<file path="src/rtl/pwm_doze_pkg.sv">
`timescale 1ns/1ps
package pwm_doze_pkg;
  // control register image, bit 0 at the bottom of the struct
  typedef struct packed {
    logic dstop;  // bit 4: stop at period end while doze is active
    logic flag;   // bit 3: period-match flag, write 1 to clear
    logic ien;    // bit 2: interrupt enable
    logic pol;    // bit 1: output polarity
    logic cen;    // bit 0: count enable
  } ctrl_t;

  localparam int CTRL_W   = $bits(ctrl_t);
  localparam int FLAG_BIT = 3;

  localparam logic [1:0] SEL_CTRL = 2'd0;
  localparam logic [1:0] SEL_PER  = 2'd1;
  localparam logic [1:0] SEL_WID  = 2'd2;
  localparam logic [1:0] SEL_CNT  = 2'd3;
endpackage

</file>
<file path="src/rtl/pwm_regs.sv">
`timescale 1ns/1ps
module pwm_regs
  import pwm_doze_pkg::*;
#(
  parameter int DW = 16
) (
  input  logic          clk,
  input  logic          rst_n,
  input  logic          we,
  input  logic [1:0]    sel,
  input  logic [DW-1:0] wdata,
  input  logic          wrap,
  input  logic [DW-1:0] cnt,
  output ctrl_t         ctrl_q,
  output logic [DW-1:0] per_act_q,
  output logic [DW-1:0] wid_act_q,
  output logic [DW-1:0] rdata,
  output logic          irq
);
  localparam int PAD_W = DW - CTRL_W;

  ctrl_t         ctrl_d;
  ctrl_t         wr_ctrl;
  logic [DW-1:0] per_sh_q, per_sh_d;
  logic [DW-1:0] wid_sh_q, wid_sh_d;
  logic          load_act;

  assign wr_ctrl = ctrl_t'(wdata[CTRL_W-1:0]);

  // next-state
  always_comb begin
    ctrl_d   = ctrl_q;
    per_sh_d = per_sh_q;
    wid_sh_d = wid_sh_q;
    if (we && sel == SEL_CTRL) begin
      ctrl_d.cen   = wr_ctrl.cen;
      ctrl_d.pol   = wr_ctrl.pol;
      ctrl_d.ien   = wr_ctrl.ien;
      ctrl_d.dstop = wr_ctrl.dstop;
      if (wr_ctrl.flag) ctrl_d.flag = 1'b0;
    end
    if (wrap) ctrl_d.flag = 1'b1;  // set wins over clear
    if (we && sel == SEL_PER) per_sh_d = wdata;
    if (we && sel == SEL_WID) wid_sh_d = wdata;
  end

  // active compare values follow the shadows only at a boundary or when idle
  assign load_act = wrap || !ctrl_q.cen;

  always_ff @(posedge clk or negedge rst_n) begin
    if (!rst_n) begin
      ctrl_q    <= '0;
      per_sh_q  <= '0;
      wid_sh_q  <= '0;
      per_act_q <= '0;
      wid_act_q <= '0;
    end else begin
      ctrl_q   <= ctrl_d;
      per_sh_q <= per_sh_d;
      wid_sh_q <= wid_sh_d;
      if (load_act) begin
        per_act_q <= per_sh_d;
        wid_act_q <= wid_sh_d;
      end
    end
  end

  always_comb begin
    unique case (sel)
      SEL_CTRL: rdata = {{PAD_W{1'b0}}, ctrl_q};
      SEL_PER:  rdata = per_sh_q;
      SEL_WID:  rdata = wid_sh_q;
      default:  rdata = cnt;
    endcase
  end

  assign irq = ctrl_q.flag & ctrl_q.ien;

  AST_FLAG_SET: assert property (@(posedge clk) disable iff (!rst_n)
    wrap |=> ctrl_q.flag);
  AST_FLAG_STICKY: assert property (@(posedge clk) disable iff (!rst_n)
    (ctrl_q.flag && !(we && sel == SEL_CTRL && wdata[FLAG_BIT])) |=> ctrl_q.flag);
  AST_ACT_HOLD: assert property (@(posedge clk) disable iff (!rst_n)
    (ctrl_q.cen && !wrap) |=> ($stable(per_act_q) && $stable(wid_act_q)));
endmodule

</file>
<file path="src/rtl/pwm_counter.sv">
`timescale 1ns/1ps
module pwm_counter #(
  parameter int DW = 16
) (
  input  logic          clk,
  input  logic          rst_n,
  input  logic          tick,
  input  logic          cen,
  input  logic          doze_req,
  input  logic [DW-1:0] per,
  output logic [DW-1:0] cnt_q,
  output logic          wrap,
  output logic          running
);
  logic [DW-1:0] cnt_d;
  logic          susp_q, susp_d;
  logic          hit;

  assign running = cen && !susp_q;
  assign hit     = (cnt_q == per);
  assign wrap    = running && tick && hit;

  always_comb begin
    cnt_d = cnt_q;
    if (!running)  cnt_d = '0;
    else if (tick) cnt_d = hit ? '0 : cnt_q + 1'b1;
  end

  // suspension is entered only on a wrap and lasts while doze is requested
  assign susp_d = doze_req && (susp_q || wrap);

  always_ff @(posedge clk or negedge rst_n) begin
    if (!rst_n) begin
      cnt_q  <= '0;
      susp_q <= 1'b0;
    end else begin
      cnt_q  <= cnt_d;
      susp_q <= susp_d;
    end
  end

  AST_CEN_OFF_ZERO: assert property (@(posedge clk) disable iff (!rst_n)
    !cen |=> (cnt_q == '0));
  AST_TICK_HOLD: assert property (@(posedge clk) disable iff (!rst_n)
    (running && !tick) |=> $stable(cnt_q));
  AST_CNT_BOUND: assert property (@(posedge clk) disable iff (!rst_n)
    cnt_q <= per);
  AST_DOZE_IGNORED: assert property (@(posedge clk) disable iff (!rst_n)
    !doze_req |=> !susp_q);
  AST_SUSP_AT_WRAP: assert property (@(posedge clk) disable iff (!rst_n)
    $rose(susp_q) |-> ((cnt_q == '0) && $past(wrap)));
  AST_RESUME_ZERO: assert property (@(posedge clk) disable iff (!rst_n)
    $fell(susp_q) |-> (cnt_q == '0));
endmodule

</file>
<file path="src/rtl/pwm_outgen.sv">
`timescale 1ns/1ps
module pwm_outgen #(
  parameter int DW = 16
) (
  input  logic          running,
  input  logic          pol,
  input  logic [DW-1:0] cnt,
  input  logic [DW-1:0] wid,
  output logic          pwm_out
);
  logic active;

  assign active  = running && (cnt < wid);
  assign pwm_out = pol ^ active;
endmodule

</file>
<file path="src/rtl/pwm_doze_chan.sv">
`timescale 1ns/1ps
module pwm_doze_chan
  import pwm_doze_pkg::*;
#(
  parameter int DW = 16
) (
  input  logic          clk,
  input  logic          rst_n,
  input  logic          tick_en,
  input  logic          doze_i,
  input  logic          bus_we,
  input  logic [1:0]    bus_sel,
  input  logic [DW-1:0] bus_wdata,
  output logic [DW-1:0] bus_rdata,
  output logic          pwm_out,
  output logic          irq
);
  logic [1:0]    rst_pipe;
  logic          rst_n_s;
  ctrl_t         ctrl;
  logic [DW-1:0] per_act, wid_act, cnt;
  logic          wrap, running;

  // asynchronous assert, synchronous release
  always_ff @(posedge clk or negedge rst_n) begin
    if (!rst_n) rst_pipe <= 2'b00;
    else        rst_pipe <= {rst_pipe[0], 1'b1};
  end
  assign rst_n_s = rst_pipe[1];

  pwm_regs #(.DW(DW)) u_regs (
    .clk       (clk),
    .rst_n     (rst_n_s),
    .we        (bus_we),
    .sel       (bus_sel),
    .wdata     (bus_wdata),
    .wrap      (wrap),
    .cnt       (cnt),
    .ctrl_q    (ctrl),
    .per_act_q (per_act),
    .wid_act_q (wid_act),
    .rdata     (bus_rdata),
    .irq       (irq)
  );

  pwm_counter #(.DW(DW)) u_cnt (
    .clk      (clk),
    .rst_n    (rst_n_s),
    .tick     (tick_en),
    .cen      (ctrl.cen),
    .doze_req (doze_i && ctrl.dstop),
    .per      (per_act),
    .cnt_q    (cnt),
    .wrap     (wrap),
    .running  (running)
  );

  pwm_outgen #(.DW(DW)) u_out (
    .running (running),
    .pol     (ctrl.pol),
    .cnt     (cnt),
    .wid     (wid_act),
    .pwm_out (pwm_out)
  );

  AST_IRQ_NEEDS_FLAG: assert property (@(posedge clk) disable iff (!rst_n_s)
    $rose(irq) |-> ($past(wrap) || $past(bus_we && bus_sel == SEL_CTRL)));
endmodule

</file>
<file path="config.mk">
export PLATFORM = sky130hd
export DESIGN_NAME = pwm_doze_chan
export DESIGN_NICKNAME = d
export VERILOG_FILES = /design/src/rtl/pwm_doze_pkg.sv /design/src/rtl/pwm_regs.sv /design/src/rtl/pwm_counter.sv /design/src/rtl/pwm_outgen.sv /design/src/rtl/pwm_doze_chan.sv
export SDC_FILE = /design/constraint.sdc
export NUM_CORES = 1
export LEC_CHECK = 0
export BUFFER_PORTS_ARGS = -buffer_cell sky130_fd_sc_hd__buf_4
export CAP_MARGIN = 20
export CORE_UTILIZATION = 45
export CTS_CLUSTER_DIAMETER = 120
export DETAILED_ROUTE_END_ITERATION = 10
export GPL_ROUTABILITY_DRIVEN = 0
export PLACE_DENSITY = 0.69
export SETUP_SLACK_MARGIN = 0.3
export SYNTH_ARGS = -nofsm -noshare
export SYNTH_HDL_FRONTEND = slang
export SYNTH_SLANG_ARGS = --single-unit
</file>
<file path="constraint.sdc">
create_clock -name clk -period 7.1 [get_ports clk]
set_clock_uncertainty 0.15 [all_clocks]
set_input_delay 1.42 -clock clk [delete_from_list [all_inputs] [get_ports clk]]
set_output_delay 1.42 -clock clk [all_outputs]
set_load 0.02 [all_outputs]
</file>
### Yosys cells after proc, flatten, opt, wreduce, memory -nomap -nowiden

Cells that the tools add are included.

* input bits: 23
* register bits after elaboration: 88
* word-level logic and storage cells: 46
* output and inout port bits: 18

* add/subtract/negate cells: 1
* bitwise logic cells: 2
* muxes and demuxes: 9
* magnitude comparators: 1
* eq/ne operators: 4
* reduce and logical (&&, ||, !) cells: 17

Operators by type and width (count)
* two-way mux 16 bit: 5
* case mux 16 bit (3 select lines): 1
* adder 16 x 1 -> 16 bit (second input constant): 1
* == test 16 bit: 1
* less-than comparator 16 bit: 1
* logical AND 1 bit: 9
* two-way mux 4 bit: 1
* nonzero test 2 bit: 2
* == test 2 x 1 -> 1 bit (second input constant): 1
* == test 2 bit (second input constant): 1
* logical NOT 1 bit: 2
* logical NOT 2 bit: 1
* logical OR 1 bit: 2
* two-way mux 1 bit: 2
* inequality test 2 bit (second input constant): 1
* AND reduction 2 bit: 1
* bitwise AND 1 bit: 1
* XOR 1 bit: 1

### Logic depth before layout (Yosys ltp)

* word-level depth: 6
* depth in mapped cells: 7
* depth with buffers taken out: 7

### By module

Synthesis repeated with hierarchy kept, for this count alone.

* cell total of the unflattened synthesis: 477
* area, all modules: 4785.8 um2

Modules (own cells, without submodules)
* pwm_regs: seq. area each 1726.7 um2, cells an instance 288, times used 1, area an instance 3120.5 um2
* pwm_counter: seq. area each 425.4 um2, cells an instance 132, times used 1, area an instance 1206.2 um2
* pwm_outgen: seq. area each 0.0 um2, cells an instance 53, times used 1, area an instance 399.1 um2
* pwm_doze_chan: seq. area each 50.0 um2, cells an instance 4, times used 1, area an instance 60.1 um2

### Worst setup path before layout

Ideal clock, no wire load.

* path type: input to output
* from: input port bus_sel[1]
* to: output port bus_rdata[10]
* arrival time: 2.518 ns
* required time: 5.530 ns
* stages on the path: 4
* buffers on the path: 2
* slack: 3.012 ns
* cells stage by stage: buf_4 clkbuf_1 mux2_2 a22o_1

* longest elaborated chain between the ends: 2
* elaborated cells between the ends (all ways): 4
* classes of those cells: eq/ne (2); mux (1); reduce/logical (1)

Ends and longest elaborated chain
* start, declared: line pwm_doze_chan.sv:12 `input logic [1:0] bus_sel,`
* == test 2 bit (tied with other cells): line pwm_regs.sv:69 `unique case (sel)`
* case mux 16 bit (3 select lines) (*): line pwm_regs.sv:69
* end, declared: line pwm_doze_chan.sv:14 `output logic [DW-1:0] bus_rdata,`

Every way passes the cells marked *; elsewhere a longest branch is shown, timed or not.

### Worst setup path in the final report

* from: register u_cnt.cnt_q[4]
* to: output port pwm_out

* longest elaborated chain between the ends: 3

Ends and longest elaborated chain
* start, declared: line pwm_counter.sv:11 `output logic [DW-1:0] cnt_q,`
* start signal, assigned: line pwm_counter.sv:37 `cnt_q <= cnt_d;`
* less-than comparator 16 bit: line pwm_outgen.sv:13 `assign active = running && (cnt < wid);`
* logical AND 1 bit: line pwm_outgen.sv:13
* XOR 1 bit: line pwm_outgen.sv:14 `assign pwm_out = pol ^ active;`
* end, declared: line pwm_doze_chan.sv:15 `output logic pwm_out,`

Every way passes these cells.

==> results.yml <==
status:
  outcome: "complete, no violations"
job:
  max_cap_violations: 0
synthesis:
  muxShareOfSynthArea_pct: 22.8
  synth_top_family_by_area: "multiplexers"
  synth_xor_area_share_pct: 3.45
  synth_nets: 415
  synthAdderAreaFrac_pct: 4.39
  synthCells: 376
  netlist_area_sq_um: 4560
  ys_ff_latch: 88
  synth_compound_area_share_pct: 7.43
  synth.avg_cell_area_sq_um: 12.1
  yosysWarnings: 0
  yosys.area_share.simple_pct: 9.73
  synth.distinct_cells: 46
  seq_area_frac_synth_pct: 48.2
worst_setup_path:
  r2r.worst_path.cells: 6
  critPathArrivalTime_ps: 2740
  setup.worst_path.start_class: "flop"
  cp_slowest_cell: "a2111oi_0"
  crit_path_end_kind: "primary output"
  reg2reg_to: "u_regs.per_act_q[12]"
  r2r-start: "u_cnt.cnt_q[4]"
  critical-path-top-delay-family: "compound AO/OA/AOI/OAI gates"
  worst-endpoint-required_ps: 5530
  critPathBufInv: 1
  crit_path_max_fanout: 11
  crit_chain: "ha_1, a2111oi_0, o21a_1, o211ai_1, xnor2_1, buf_4"
  crit_type: "reg -> out"
  crit_path_max_incr_delay_ps: 810
  r2r_slack_ps: 3780
cts:
  cts_root_buf: "clkbuf_8"
  postCtsHoldBufs: 0
  clock_latency_ps: 360
  cts_buffer_depth: 2
  cts_buffers: 9
  cts_resized: 0
  post_cts_buffers: 0
  htreeDepth: 3
  cts.sinks: 88
  clkTransAtPathRegs_ps: 90
  tritoncts: "yes"
timing:
  period_share_pct: 60.6
  min_period_ps: 4310
  max_slew_margin_pct: 24.7
  max_freq_mhz: 232
  rsz0062_at_grt: "false"
  fin_setup_tns_ps: 0
  maxSlewViolCount: 0
  tightest_slew_ps: 1130
  setup-violations-final: 0
  holdWs_ps: 73.5
  final_hold_viol_count: 0
final_layout:
  regArea_sq_um: 2210
  drive_gt1_share_pct: 32.4
  final_common_cell: "dfrtp_1"
  layout.nets: 448
  nFillCells: 912
  multi_input_area_sq_um: 2190
  areaGrowthSynthToFinish_pct: 12.6
  final_cell_mix: "dfrtp_1, mux2_2, buf_4"
  num_antenna_cells: 0
drt:
  dr.pass1.iters: 4
  routed_via_density: 5.59
  drc_errors: 0
  vias: 3058
  wl_per_cell_microns: 17.8
  drtIter0Drc: 179
  postRouteWirelength_microns: 9750
  drtAntennaViolNets: 0
pwr:
  p_seq_share_pct: 50.2
  ir_drop_mv: 0.154
  swShare_pct: 31.6
  power_density_nw_per_um2: 262
  clockPowerShare_pct: 23.2
  combinationalPowerShare_pct: 26.6
  p_leak_nw: 2.34
  p_int_mw: 0.920
  p_sw_mw: 0.424
grt:
  grtUsageTotal_pct: 20.2
  grt_pass1_vias: 3138
  grt_overflow: 0
  antenna_found_initial: 0
  grt_pass1_wl_microns: 15900
  grt_max_degree: 65
floorplan:
  io_pins: 41
  die_h_microns: 103
  start_util_pct: 46.5
  die_width_microns: 103
  die-area_sq_um: 10500
  rows: 36
  fp.coreArea_sq_um: 9820
place:
  io_buffers: 40
  dp_hpwl_microns: 6640
min_path:
  min_path_type: "reg -> async"
[worst max path at each step]
stage	from	endpoint	slack (ps)	cells past startpoint
6_report	u_cnt.cnt_q[4]	pwm_out	2790	6
5_1_grt	u_cnt.cnt_q[4]	pwm_out	2700	6
4_1_cts	bus_sel[1]	bus_rdata[11]	2450	4
3_5_place_dp	bus_sel[1]	u_regs.wid_act_q[2]	2440	5
3_3_place_gp	bus_sel[1]	bus_rdata[5]	2470	4
2_1_floorplan	bus_sel[1]	bus_rdata[10]	3010	4
[state kept, by name (all words and copies together), names as in the netlist]
name and cells:
rst_pipe 2, u_cnt.cnt_q 16, u_cnt.susp_q 1, u_regs.ctrl_q 5, u_regs.per_act_q 16, u_regs.per_sh_q 16
u_regs.wid_act_q 16, u_regs.wid_sh_q 16
[worst register-to-register path: stages (launching register included)]
cell	delay (ps)
dfrtp_1	520
xor2_1	240
nor4_2	440
nand4_2	570
o21ai_4	700
buf_16	240
mux2_2	360
[kinds of logic (layout without fill, tap and decap cells)]
family | count (synthesis) | after routing
AO/OA/AOI/OAI | 46 | 46
XOR/XNOR | 18 | 18
adder cells (fa/ha/maj) | 16 | 16
buffers and inverters | 38 | 76
flip-flops | 88 | 88
multiplexers | 88 | 88
other | 1 | 1
AND/OR/NAND/NOR | 81 | 81
[cells in the mapped netlist (all sizes together)]
cell type,count,share of area [%]
mux2i,4,0.88
o211a,1,0.22
nand2b,4,0.55
nand3b,2,0.33
nand4,8,1.2
clkbuf,11,0.90
and4,2,0.38
ha,16,4.4
nor2,9,0.74
mux2,79,19
conb,1,0.082
a21oi,3,0.33
nor3,5,0.55
inv,17,1.4
and2,3,0.41
dfrtp,88,48
o21a,1,0.16
xnor2,2,0.38
o31ai,2,0.33
xor2,16,3.1
nand3,10,1.1
nand4b,2,0.38
a211oi,2,0.33
mux4,5,2.5
o211ai,3,0.49
a21o,1,0.16
and3,4,0.55
o311ai,1,0.19
buf,10,1.5
nor2b,1,0.14
a41oi,3,0.58
and3b,1,0.19
nor4,5,0.96
nor3b,2,0.33
nand2,23,1.9
a2111oi,2,0.38
a22o,11,2.1
a31oi,5,0.69
o21ai,11,1.5
[power groups by stage]
stage	combinational [mW]	clock (mW)	sequential (mW)
2_1_floorplan	0.260	0	0.670
3_3_place_gp	0.342	0	0.680
3_5_place_dp	0.352	0	0.685
4_1_cts	0.355	0.318	0.675
5_1_grt	0.395	0.337	0.690
6_report	0.357	0.312	0.675
[stage by stage]
stage	total power [mW]	utilization (%)	cells	setup WS (ps)	cell area (sq um)
floorplan	0.930	-	376	3010	4560
global placement	1.02	50.2	529	2470	4930
detailed placement	1.04	50.2	529	2440	4930
CTS	1.35	52.0	545	2450	5100
global route	1.42	52.3	547	2700	5140
finish	1.34	52.3	547	2790	5140
[layout make-up]
type,count,share of cell area (%)
multi-input combinational,250,42.6
sequential,88,42.9
timing repair buffer,43,6.67
inverter,17,1.24
clock buffer,10,2.48
clock inverter,6,0.852
tap,133,3.24
[routing by layer]
layer  up-vias  track usage [%]  wire length [microns]
met5         -                0                      0
met4         0             8.79                    302
met3        19             3.80                    280
met2        58             32.9                   4650
met1      1550             26.5                   4510
li1       1431                -                      -
No activity file was read; power rests on OpenSTA's default activity.
